==> src/rtl/box_anim_pkg.sv <==
package box_anim_pkg;
  typedef enum logic [1:0] {
    ST_DRAW  = 2'd0,
    ST_WAIT  = 2'd1,
    ST_ERASE = 2'd2,
    ST_MOVE  = 2'd3
  } anim_st_t;
endpackage

==> src/rtl/box_pacer.sv <==
// Frame-period delay counter plus frame counter; done when the last cycle of
// the last frame of the wait is reached. Both counters clear whenever idle.
module box_pacer #(
  parameter int FRAME_CYC = 833333,
  parameter int FRAMES    = 15
) (
  input  logic clk,
  input  logic rst_n,
  input  logic run_i,
  output logic done_o
);
  localparam int DW = $clog2(FRAME_CYC + 1);
  localparam int FW = $clog2(FRAMES + 1);
  localparam logic [DW-1:0] DLY_LAST = DW'(FRAME_CYC - 1);
  localparam logic [FW-1:0] FRM_LAST = FW'(FRAMES - 1);

  logic [DW-1:0] dly_q, dly_d;
  logic [FW-1:0] frm_q, frm_d;
  logic          frame_end;

  assign frame_end = (dly_q == DLY_LAST);
  assign done_o    = run_i && frame_end && (frm_q == FRM_LAST);

  always_comb begin
    dly_d = dly_q;
    frm_d = frm_q;
    if (!run_i) begin
      dly_d = '0;
      frm_d = '0;
    end else if (frame_end) begin
      dly_d = '0;
      frm_d = frm_q + FW'(1);
    end else begin
      dly_d = dly_q + DW'(1);
    end
  end

  always_ff @(posedge clk or negedge rst_n) begin
    if (!rst_n) begin
      dly_q <= '0;
      frm_q <= '0;
    end else begin
      dly_q <= dly_d;
      frm_q <= frm_d;
    end
  end
endmodule

==> src/rtl/box_painter.sv <==
// Sweeps the BOX x BOX footprint, column fastest, one pixel per enabled cycle.
module box_painter #(
  parameter int BOX = 4
) (
  input  logic                   clk,
  input  logic                   rst_n,
  input  logic                   en_i,
  output logic [$clog2(BOX)-1:0] col_o,
  output logic [$clog2(BOX)-1:0] row_o,
  output logic                   last_o
);
  localparam int CW = $clog2(BOX);
  localparam int NW = 2 * CW;

  logic [NW-1:0] cnt_q, cnt_d;

  assign col_o  = cnt_q[CW-1:0];
  assign row_o  = cnt_q[NW-1:CW];
  assign last_o = en_i && (cnt_q == {NW{1'b1}});

  always_comb begin
    cnt_d = cnt_q;
    if (!en_i || last_o) cnt_d = '0;
    else                 cnt_d = cnt_q + NW'(1);
  end

  always_ff @(posedge clk or negedge rst_n) begin
    if (!rst_n) cnt_q <= '0;
    else        cnt_q <= cnt_d;
  end
endmodule

==> src/rtl/box_axis.sv <==
// One up/down position counter with its direction bit (1 = increasing).
// At a limit the direction reverses and the step goes the new way at once.
module box_axis #(
  parameter int W        = 8,
  parameter int MAX_POS  = 156,
  parameter int INIT_POS = 156,
  parameter bit INIT_DIR = 1'b0
) (
  input  logic         clk,
  input  logic         rst_n,
  input  logic         step_i,
  output logic [W-1:0] pos_o
);
  localparam logic [W-1:0] LIM = W'(MAX_POS);

  logic [W-1:0] pos_q, pos_d;
  logic         dir_q, dir_d;

  assign pos_o = pos_q;

  always_comb begin
    pos_d = pos_q;
    dir_d = dir_q;
    if (step_i) begin
      if (dir_q && pos_q == LIM) begin
        dir_d = 1'b0;
        pos_d = pos_q - W'(1);
      end else if (!dir_q && pos_q == '0) begin
        dir_d = 1'b1;
        pos_d = pos_q + W'(1);
      end else if (dir_q) begin
        pos_d = pos_q + W'(1);
      end else begin
        pos_d = pos_q - W'(1);
      end
    end
  end

  always_ff @(posedge clk or negedge rst_n) begin
    if (!rst_n) begin
      pos_q <= W'(INIT_POS);
      dir_q <= INIT_DIR;
    end else begin
      pos_q <= pos_d;
      dir_q <= dir_d;
    end
  end
endmodule

==> src/rtl/box_bounce_anim.sv <==
module box_bounce_anim #(
  parameter int SCR_W     = 160,
  parameter int SCR_H     = 120,
  parameter int BOX       = 4,
  parameter int FRAME_CYC = 833333,
  parameter int FRAMES    = 15
) (
  input  logic       clk,
  input  logic       rst_n,
  input  logic [2:0] colour_i,
  output logic [7:0] px_x_o,
  output logic [6:0] px_y_o,
  output logic [2:0] px_colour_o,
  output logic       plot_o
);
  import box_anim_pkg::*;

  localparam int XW   = 8;
  localparam int YW   = 7;
  localparam int CW   = $clog2(BOX);
  localparam int XMAX = SCR_W - BOX;
  localparam int YMAX = SCR_H - BOX;

  // reset: asynchronous assert, synchronous release
  logic [1:0] rst_sync_q;
  logic       rst_s_n;
  always_ff @(posedge clk or negedge rst_n) begin
    if (!rst_n) rst_sync_q <= 2'b00;
    else        rst_sync_q <= {rst_sync_q[0], 1'b1};
  end
  assign rst_s_n = rst_sync_q[1];

  anim_st_t st_q, st_d;
  logic     painting, paint_last, wait_done, step_en;
  logic [CW-1:0] col, row;
  logic [XW-1:0] pos_x;
  logic [YW-1:0] pos_y;

  assign painting = (st_q == ST_DRAW) || (st_q == ST_ERASE);
  assign step_en  = (st_q == ST_MOVE);

  box_painter #(.BOX(BOX)) u_painter (
    .clk(clk), .rst_n(rst_s_n), .en_i(painting),
    .col_o(col), .row_o(row), .last_o(paint_last)
  );

  box_pacer #(.FRAME_CYC(FRAME_CYC), .FRAMES(FRAMES)) u_pacer (
    .clk(clk), .rst_n(rst_s_n), .run_i(st_q == ST_WAIT), .done_o(wait_done)
  );

  box_axis #(.W(XW), .MAX_POS(XMAX), .INIT_POS(XMAX), .INIT_DIR(1'b0)) u_axis_x (
    .clk(clk), .rst_n(rst_s_n), .step_i(step_en), .pos_o(pos_x)
  );

  box_axis #(.W(YW), .MAX_POS(YMAX), .INIT_POS(0), .INIT_DIR(1'b1)) u_axis_y (
    .clk(clk), .rst_n(rst_s_n), .step_i(step_en), .pos_o(pos_y)
  );

  always_comb begin
    st_d = st_q;
    unique case (st_q)
      ST_DRAW:  if (paint_last) st_d = ST_WAIT;
      ST_WAIT:  if (wait_done)  st_d = ST_ERASE;
      ST_ERASE: if (paint_last) st_d = ST_MOVE;
      ST_MOVE:                  st_d = ST_DRAW;
      default:                  st_d = ST_DRAW;
    endcase
  end

  always_ff @(posedge clk or negedge rst_s_n) begin
    if (!rst_s_n) st_q <= ST_DRAW;
    else          st_q <= st_d;
  end

  assign plot_o      = painting && rst_s_n;
  assign px_x_o      = pos_x + XW'(col);
  assign px_y_o      = pos_y + YW'(row);
  assign px_colour_o = (st_q == ST_DRAW) ? colour_i : 3'b000;
endmodule

==> config.mk <==
export PLATFORM = sky130hd
export DESIGN_NAME = box_bounce_anim
export DESIGN_NICKNAME = d
export VERILOG_FILES = /design/src/rtl/box_anim_pkg.sv /design/src/rtl/box_pacer.sv /design/src/rtl/box_painter.sv /design/src/rtl/box_axis.sv /design/src/rtl/box_bounce_anim.sv
export SDC_FILE = /design/constraint.sdc
export NUM_CORES = 1
export LEC_CHECK = 0
export BUFFER_PORTS_ARGS = -buffer_cell sky130_fd_sc_hd__clkbuf_2
export CAP_MARGIN = 15
export CORE_UTILIZATION = 60
export DETAILED_ROUTE_END_ITERATION = 12
export PLACE_DENSITY = 0.82
export SLEW_MARGIN = 20
export SYNTH_ARGS = -nofsm -noshare
export SYNTH_HDL_FRONTEND = slang
export SYNTH_HIERARCHICAL = 1
export SYNTH_SLANG_ARGS = --single-unit
==> constraint.sdc <==
create_clock -name clk -period 4.2 [get_ports clk]
set_input_delay 0.84 -clock clk [delete_from_list [all_inputs] [get_ports clk]]
set_output_delay 0.84 -clock clk [all_outputs]
set_load 0.01 [all_outputs]
==> tab_implementation.tex, run 1 <==
\begin{tabular}{lr}
\hline
Metric & Value \\
\hline
\multicolumn{2}{l}{\textbf{Synth}} \\
\quad Sequential area share after synthesis & 37.8\% \\
\quad Average cell area after synthesis & 9.47 um2 \\
\quad Primary FF master, synth & dfrtp\_1 \\
\quad Synth Warn \# & 6 \\
\quad Portion of synthesized cell area occupied by the leading cell type & 33.8\% \\
\quad Leading cell types by total area after synthesis & dfrtp\_1 34\%, xnor2\_1 7.3\%, ha\_1 6.9\% \\
\quad Cell count after synthesis & 344 \\
\quad Number of flops mapped to enable cells by yosys & 0 \\
\quad Number of synthesized register bits & 49 \\
\quad Synthesized area & 3260 um2 \\
\quad Yosys top cell by area & dfrtp\_1 \\
\quad Fraction of registers with async set or reset after synthesis & 100\% \\
\quad Distinct cell type count after synthesis & 67 \\
\quad Synthesized net count & 369 \\
\multicolumn{2}{l}{\textbf{Job}} \\
\quad Max\_cap viols & 0 \\
\multicolumn{2}{l}{\textbf{Placed design}} \\
\quad Placed Area & 3420 um2 \\
\quad Post-DP HPWL & 4.43 mm \\
\quad Quantity of I/O buffers inserted on ports & 23 \\
\quad GPL Wtd Cong & 0.825 \\
\multicolumn{2}{l}{\textbf{Route}} \\
\quad Number of DRC markers in iteration 0 & 250 \\
\quad Count of TritonRoute iterations in the first routing pass & 4 \\
\quad Residual antenna-violating net count after detailed routing & 0 \\
\quad Residual DRC & 0 \\
\quad Final wirelength & 6.21 mm \\
\quad Vias & 2626 \\
\quad Mean number of vias per cell & 6.00 \\
\quad Average routed wire per standard cell & 14.2 um \\
\multicolumn{2}{l}{\textbf{Setup path}} \\
\quad Worst-path fanout max & 6 \\
\quad Crit path required time & 3.36 ns \\
\quad Worst EP arrival & 1.96 ns \\
\quad CP startpoint kind & register \\
\quad CP endpoint kind & output port \\
\quad Crit Path Class & register to output port \\
\multicolumn{2}{l}{\textbf{STA}} \\
\quad Post-Route Setup TNS & 0 ns \\
\quad Highest Clock Rate & 357 MHz \\
\quad Time the final worst path needs with I/O delays and setup & 2.80 ns \\
\quad Actual slew at the worst max-slew pin & 0.806 ns \\
\quad Worst Hold Margin & 0.289 ns \\
\quad Final Hold Viols & 0 \\
\quad Pins Over Slew Limit & 0 \\
\quad Final worst-path cycle share & 66.7\% \\
\quad Finish-stage setup viols & 0 \\
\quad RSZ-0062 raised after global routing & no \\
\quad Max-slew headroom & 46.2\% \\
\quad Setup skew after layout & 0.0141 ns \\
\multicolumn{2}{l}{\textbf{GRT}} \\
\quad Wire length of the first global-routing pass & 10.5 mm \\
\quad Maximum number of pins on one net before global-route repair & 49 \\
\quad Overall Global Routing Usage & 23.9\% \\
\quad Total grt overflow & 0 \\
\quad Vias in the first global route & 2416 \\
\quad Number of antenna violations at the first check in global routing & 0 \\
\multicolumn{2}{l}{\textbf{Power}} \\
\quad Power consumption & 0.000827 W \\
\quad Sequential share of power & 57.2\% \\
\quad Part of the power in the clock network & 41.5\% \\
\quad Power per cell area & 234 nW/um2 \\
\quad Switching component of the power & 0.000174 W \\
\quad Combinational share of power & 1.3\% \\
\quad VDD IR-drop max & 0.000181 V \\
\quad Switching portion of total power & 21.0\% \\
\quad Leakage power figure & 1.55 nW \\
\quad Cell internal power dissipation & 0.000653 W \\
\multicolumn{2}{l}{\textbf{Floorplanning}} \\
\quad Row cnt & 26 \\
\quad Total Die Area & 5730 um2 \\
\quad Initial core utilization & 63.0\% \\
\quad Standard cell core area & 5170 um2 \\
\quad Chip Height & 75.7 um \\
\quad Die span in x & 75.7 um \\
\quad Number of primary I/O pins & 24 \\
\multicolumn{2}{l}{\textbf{Clock network}} \\
\quad CTS-repair resized insts & 0 \\
\quad Hold buffer count at CTS & 0 \\
\quad Clk Latency, worst-skew pair & 0.31 ns \\
\quad Clock tree from TritonCTS & yes \\
\quad Buffer count from post-CTS setup fixing & 0 \\
\quad Cell chosen for the clock root & clkbuf\_8 \\
\quad Clock Sink Count & 49 \\
\quad Clock slew at the register clock pins of the worst setup and hold paths & 0.10 ns \\
\quad Maximum level of the CTS H-tree & 2 \\
\quad Clock buffers created by TritonCTS & 5 \\
\quad Buffer levels on the longest clock path & 2 \\
\multicolumn{2}{l}{\textbf{Cells and area}} \\
\quad Number of diodes added for antenna fixing & 0 \\
\quad Nets & 392 \\
\quad End-of-flow core utilization & 68.3\% \\
\quad Layout overhead on the synthesized area & 8.49\% \\
\quad Final instance area & 3530 um2 \\
\quad Share of final-layout standard cells stronger than drive strength 1 & 16.8\% \\
\multicolumn{2}{l}{\textbf{Outcome}} \\
\quad Run status & completed \\
\multicolumn{2}{l}{\textbf{Worst hold path}} \\
\quad Hold Path Class & input port to asynchronous set/reset pin \\
\hline
\end{tabular}
## logic make-up after synthesis
group	synth area share (%)
buffers and inverters	4.30
muxes	2.00
DFF	37.8
and+or+nand+nor	27.6
other	0.115
adders and majority gates	8.14
AOI/OAI and AO/OA	9.75
xor gates and xnor gates	10.2
## cell usage in the layout (no fill, tap or decap), types with 2 or more instances in the layout
cell type,n
nor4_1,9
dfrtp_1,43
o21ai_0,5
xor2_1,11
and3_1,4
a21oi_1,9
nand3_1,14
clkbuf_2,23
and4bb_2,2
nor3b_2,2
nor2_1,36
fa_1,2
mux2i_1,5
clkbuf_8,5
nor3_1,7
and4b_1,2
and2_1,3
xnor2_1,27
o311ai_1,2
a2111oi_0,2
a41oi_1,2
nor2b_1,4
a21oi_2,2
and4_1,4
nand4_1,17
a31oi_1,6
a21o_1,3
ha_1,18
nand2_1,20
nand2b_1,6
dfstp_2,5
o31ai_1,6
inv_1,24
and3_2,2
## stage by stage
stage,instances,worst slack (ns)
3_3_place_gp,430,1.82
6_report,438,1.40
2_1_floorplan,344,1.73
5_1_grt,438,1.22
3_5_place_dp,430,1.73
4_1_cts,438,1.38
## per-layer routing
layer | track usage, % | share of wire [%]
met5 | 0 | 0
met4 | 7.82 | 1.4
met3 | 4.23 | 3.3
met2 | 41.9 | 49
met1 | 29.9 | 46
## cells in the mapped netlist (2+ instances only)
| cell | instances |
|---|---|
| mux2i_1 | 5 |
| and2_1 | 3 |
| a31oi_1 | 6 |
| nand2_1 | 20 |
| and4_1 | 4 |
| o31ai_1 | 6 |
| and3_2 | 2 |
| xor2_1 | 11 |
| nor2b_1 | 4 |
| and4bb_2 | 2 |
| nor3b_2 | 2 |
| nor2_1 | 36 |
| dfrtp_1 | 44 |
| nand3_1 | 14 |
| nand4_1 | 17 |
| ha_1 | 18 |
| and3_1 | 4 |
| a41oi_1 | 2 |
| o311ai_1 | 2 |
| buf_6 | 2 |
| a2111oi_0 | 2 |
| and4b_1 | 2 |
| nor3_1 | 7 |
| o21ai_0 | 5 |
| a21o_1 | 3 |
| xnor2_1 | 27 |
| nor4_1 | 9 |
| clkbuf_1 | 4 |
| nand2b_1 | 6 |
| dfstp_2 | 5 |
| a21oi_1 | 9 |
| a21oi_2 | 2 |
| fa_1 | 2 |
| inv_1 | 24 |
## power by group through the flow
stage | Clock [W] | Sequential [W] | Combinational (W)
after global placement | 0 | 0.000482 | 0.0000117
final | 0.000343 | 0.000473 | 0.0000111
after global routing | 0.000371 | 0.000473 | 0.0000137
after floorplan | 0 | 0.000488 | 0.000000215
after detailed placement | 0 | 0.000482 | 0.0000120
after CTS | 0.000353 | 0.000473 | 0.0000120
## registers in the layout, indices dropped and copies added (netlist names)
register         flops
u_axis_y/dir_q       1
u_axis_x/dir_q       1
u_axis_y/pos_o       7
st_q                 2
rst_sync_q           2
u_pacer/dly_q       20
u_pacer/frm_q        4
u_axis_x/pos_o       8
u_painter/cnt_q      4
## worst max-delay path: stages (launching register included)
cell and delay [ns]:
dfrtp_1 0.45, ha_1 0.20, inv_1 0.05, fa_1 0.40, nor2b_1 0.16, nand2_1 0.09, xnor2_1 0.14, clkbuf_2 0.15
## layout make-up
class                           count  area, um2
Multi-Input combinational cell    263       1890
Fill cell                         404       1640
Sequential cell                    49       1230
Timing Repair Buffer               24        123
Inverter                           24       90.1
Tap cell                           70       87.6
Clock buffer                        5       68.8
Clock inverter                      3       46.3
## final timing paths
check | end | start | slack, ns | depth (start not counted)
setup / recovery | px_x_o[6] | u_axis_x/pos_o[0] | 1.40 | 7
hold / removal | rst_sync_q[0] | rst_n | 0.29 | 1
setup reg to reg | u_axis_x/pos_o[3] | st_q[1] | 1.92 | 5
hold reg to reg | u_axis_x/pos_o[5] | rst_sync_q[1] | 0.34 | 1
max in group asynchronous | u_pacer/frm_q[1] | rst_sync_q[1] | 3.43 | 1
min in group clk | rst_sync_q[1] | rst_sync_q[0] | 0.37 | 0
Power figures use the tool's default switching activity.
==> inputs of run 2 (changes only) <==
- CORE_UTILIZATION: 60 -> 55
- PLACE_DENSITY: 0.82 -> 0.8
- clock period: 4.2 -> 2.45 ns (I/O delays scaled with it)
==> tab_implementation.tex, run 2 (same netlist as run 1, synthesis figures left out) <==
\begin{tabular}{lr}
\hline
Metric & Value \\
\hline
\multicolumn{2}{l}{\textbf{Outcome}} \\
\quad Run status & completed \\
\multicolumn{2}{l}{\textbf{STA}} \\
\quad Max-slew headroom & 61.5\% \\
\quad Final worst-path cycle share & 95.8\% \\
\quad Actual slew at the worst max-slew pin & 0.578 ns \\
\quad Pins Over Slew Limit & 0 \\
\quad Time the final worst path needs with I/O delays and setup & 2.35 ns \\
\quad Final Hold Viols & 0 \\
\quad Post-Route Setup TNS & 0 ns \\
\quad Worst Hold Margin & 0.367 ns \\
\quad Highest Clock Rate & 426 MHz \\
\quad RSZ-0062 raised after global routing & no \\
\quad Setup skew after layout & 0.0124 ns \\
\quad Finish-stage setup viols & 0 \\
\multicolumn{2}{l}{\textbf{Placed design}} \\
\quad Quantity of I/O buffers inserted on ports & 23 \\
\quad Post-DP HPWL & 4.55 mm \\
\quad Number of placed instances, taps included & 435 \\
\quad GPL Wtd Cong & 0.828 \\
\multicolumn{2}{l}{\textbf{Power}} \\
\quad VDD IR-drop max & 0.000260 V \\
\quad Power per cell area & 397 nW/um2 \\
\quad Leakage power figure & 1.60 nW \\
\multicolumn{2}{l}{\textbf{Floorplanning}} \\
\quad Chip Height & 79.0 um \\
\quad Row cnt & 27 \\
\quad Die span in x & 79.0 um \\
\quad Standard cell core area & 5610 um2 \\
\quad Number of primary I/O pins & 24 \\
\quad Total Die Area & 6240 um2 \\
\quad Initial core utilization & 58.1\% \\
\multicolumn{2}{l}{\textbf{Route}} \\
\quad Residual DRC & 0 \\
\quad Count of TritonRoute iterations in the first routing pass & 5 \\
\quad Residual antenna-violating net count after detailed routing & 0 \\
\quad Number of DRC markers in iteration 0 & 221 \\
\quad Vias & 2673 \\
\quad Mean number of vias per cell & 5.97 \\
\quad Average routed wire per standard cell & 14.4 um \\
\quad Final wirelength & 6.46 mm \\
\multicolumn{2}{l}{\textbf{Setup path}} \\
\quad Worst EP arrival & 1.86 ns \\
\quad Depth of the most critical reg-to-reg path & 8 \\
\quad Worst reg2reg path startpoint & u\_axis\_y/pos\_o[0] \\
\quad CP startpoint kind & register \\
\quad Worst-path fanout max & 5 \\
\quad Crit path required time & 1.96 ns \\
\quad Crit Path Class & register to output port \\
\quad Terminus of the critical flop-to-flop path & u\_axis\_y/pos\_o[1] \\
\quad CP endpoint kind & output port \\
\quad Worst setup slack for register-to-register paths & 0.39 ns \\
\multicolumn{2}{l}{\textbf{GRT}} \\
\quad Overall Global Routing Usage & 22.4\% \\
\quad Total grt overflow & 0 \\
\quad Maximum number of pins on one net before global-route repair & 48 \\
\quad Vias in the first global route & 2502 \\
\quad Wire length of the first global-routing pass & 11.2 mm \\
\quad Number of antenna violations at the first check in global routing & 0 \\
\multicolumn{2}{l}{\textbf{Worst hold path}} \\
\quad Hold Path Class & register to register \\
\quad Count of cells along the worst hold path & 0 \\
\quad Startpoint of the worst hold path & rst\_sync\_q[0] \\
\quad Hold EP & rst\_sync\_q[1] \\
\multicolumn{2}{l}{\textbf{Clock network}} \\
\quad Clock buffers created by TritonCTS & 5 \\
\quad Clk Latency, worst-skew pair & 0.30 ns \\
\quad Clock tree from TritonCTS & yes \\
\quad Clock slew at the register clock pins of the worst setup and hold paths & 0.10 ns \\
\quad Maximum level of the CTS H-tree & 2 \\
\quad Buffer levels on the longest clock path & 2 \\
\quad Cell chosen for the clock root & clkbuf\_8 \\
\quad Clock Sink Count & 49 \\
\multicolumn{2}{l}{\textbf{Job}} \\
\quad Max\_cap viols & 0 \\
\multicolumn{2}{l}{\textbf{Cells and area}} \\
\quad Share of final-layout standard cells stronger than drive strength 1 & 19.1\% \\
\quad Largest register FFs & 20 \\
\quad Most flop-heavy register & u\_pacer/dly\_q \\
\quad Number of cells in the finished layout apart from fillers & 448 \\
\quad Filler Cells Inserted & 470 \\
\quad Number of diodes added for antenna fixing & 0 \\
\quad Leading cell type in the layout, fill and taps excluded & dfrtp\_1 \\
\quad Layout overhead on the synthesized area & 10.9\% \\
\quad Highest-count cells in the layout ignoring fill and taps & 43 x dfrtp\_1, 36 x nor2\_1, 27 x xnor2\_1, 24 x inv\_1, 23 x clkbuf\_2 \\
\quad Nets & 400 \\
\hline
\end{tabular}
run 2: changes by cell type in the layout (fill, tap and decap cells not counted):
| cell | previous run | this run |
|---|---|---|
| fa_1 | 2 | 0 |
| nor2b_2 | 0 | 1 |
| fa_2 | 0 | 2 |
| dlygate4sd3_1 | 0 | 1 |
| buf_4 | 1 | 8 |
| nor2b_1 | 4 | 3 |
| clkbuf_8 | 5 | 6 |
| clkinv_4 | 1 | 0 |
run 2: how the worst max path moves through the flow:
stage / slack [ns] / startpoint / endpoint / cells past startpoint
after global routing: 0.001 / u_painter/cnt_q[0] / px_x_o[4] / 7
after CTS: 0.004 / u_painter/cnt_q[0] / px_x_o[4] / 7
final: 0.10 / u_painter/cnt_q[2] / px_y_o[6] / 6
after floorplan: 0.33 / rst_sync_q[1] / plot_o / 1
after detailed placement: 0.31 / u_axis_x/pos_o[0] / px_x_o[4] / 7
after global placement: 0.41 / u_axis_x/pos_o[0] / px_x_o[4] / 7
run 2: final cells by class:
cell class	instances	area [um2]	area share (%)
tap	72	90.1	2.49
sequential	49	1230	34.2
clock inverter	2	37.5	1.04
inverter	24	90.1	2.49
timing repair buffer	32	185	5.13
clock buffer	6	82.6	2.29
multi-input combinational	263	1890	52.4
run 2: timing repair:
action	4_1_cts	5_1_grt
setup endpoints to repair	2	4
resized for setup	0	3
hold endpoints to repair	2	0
cloned	0	0
hold buffers	1	0
setup buffers	2	2
run 2: worst max-delay path, cell delays in order, from the launching register on:
cell	delay, ns
dfrtp_1	0.44
ha_1	0.20
inv_1	0.06
fa_2	0.37
nor3b_2	0.19
xor2_1	0.15
clkbuf_2	0.14
run 2: metrics by stage:
stage	total power, W	util, %	instance area [um2]	setup slack [ns]
global route	0.00150	64.4	3610	0.00119
floorplan	0.000837	-	3260	0.328
finish	0.00143	64.4	3610	0.104
detailed placement	0.000847	61.4	3440	0.313
CTS	0.00145	64.0	3590	0.00431
global placement	0.000847	61.4	3440	0.414
run 2: routing by layer:
layer  share of wire [%]  global-route usage [%]  vias up  wire length (um)
met5                   0                       0        -                 0
met4                 1.3                    6.73        0                87
met3                 4.0                    4.14       12               260
met2                  50                    38.9       79              3250
met1                  44                    28.2     1294              2870
li1                    -                       -     1288                 -
run 2: where the power goes:
| group | switching [W] | internal, W |
|---|---|---|
| clock network | 0.000271 | 0.000332 |
| logic | 0.0000155 | 0.00000448 |
| registers | 0.000000859 | 0.000810 |
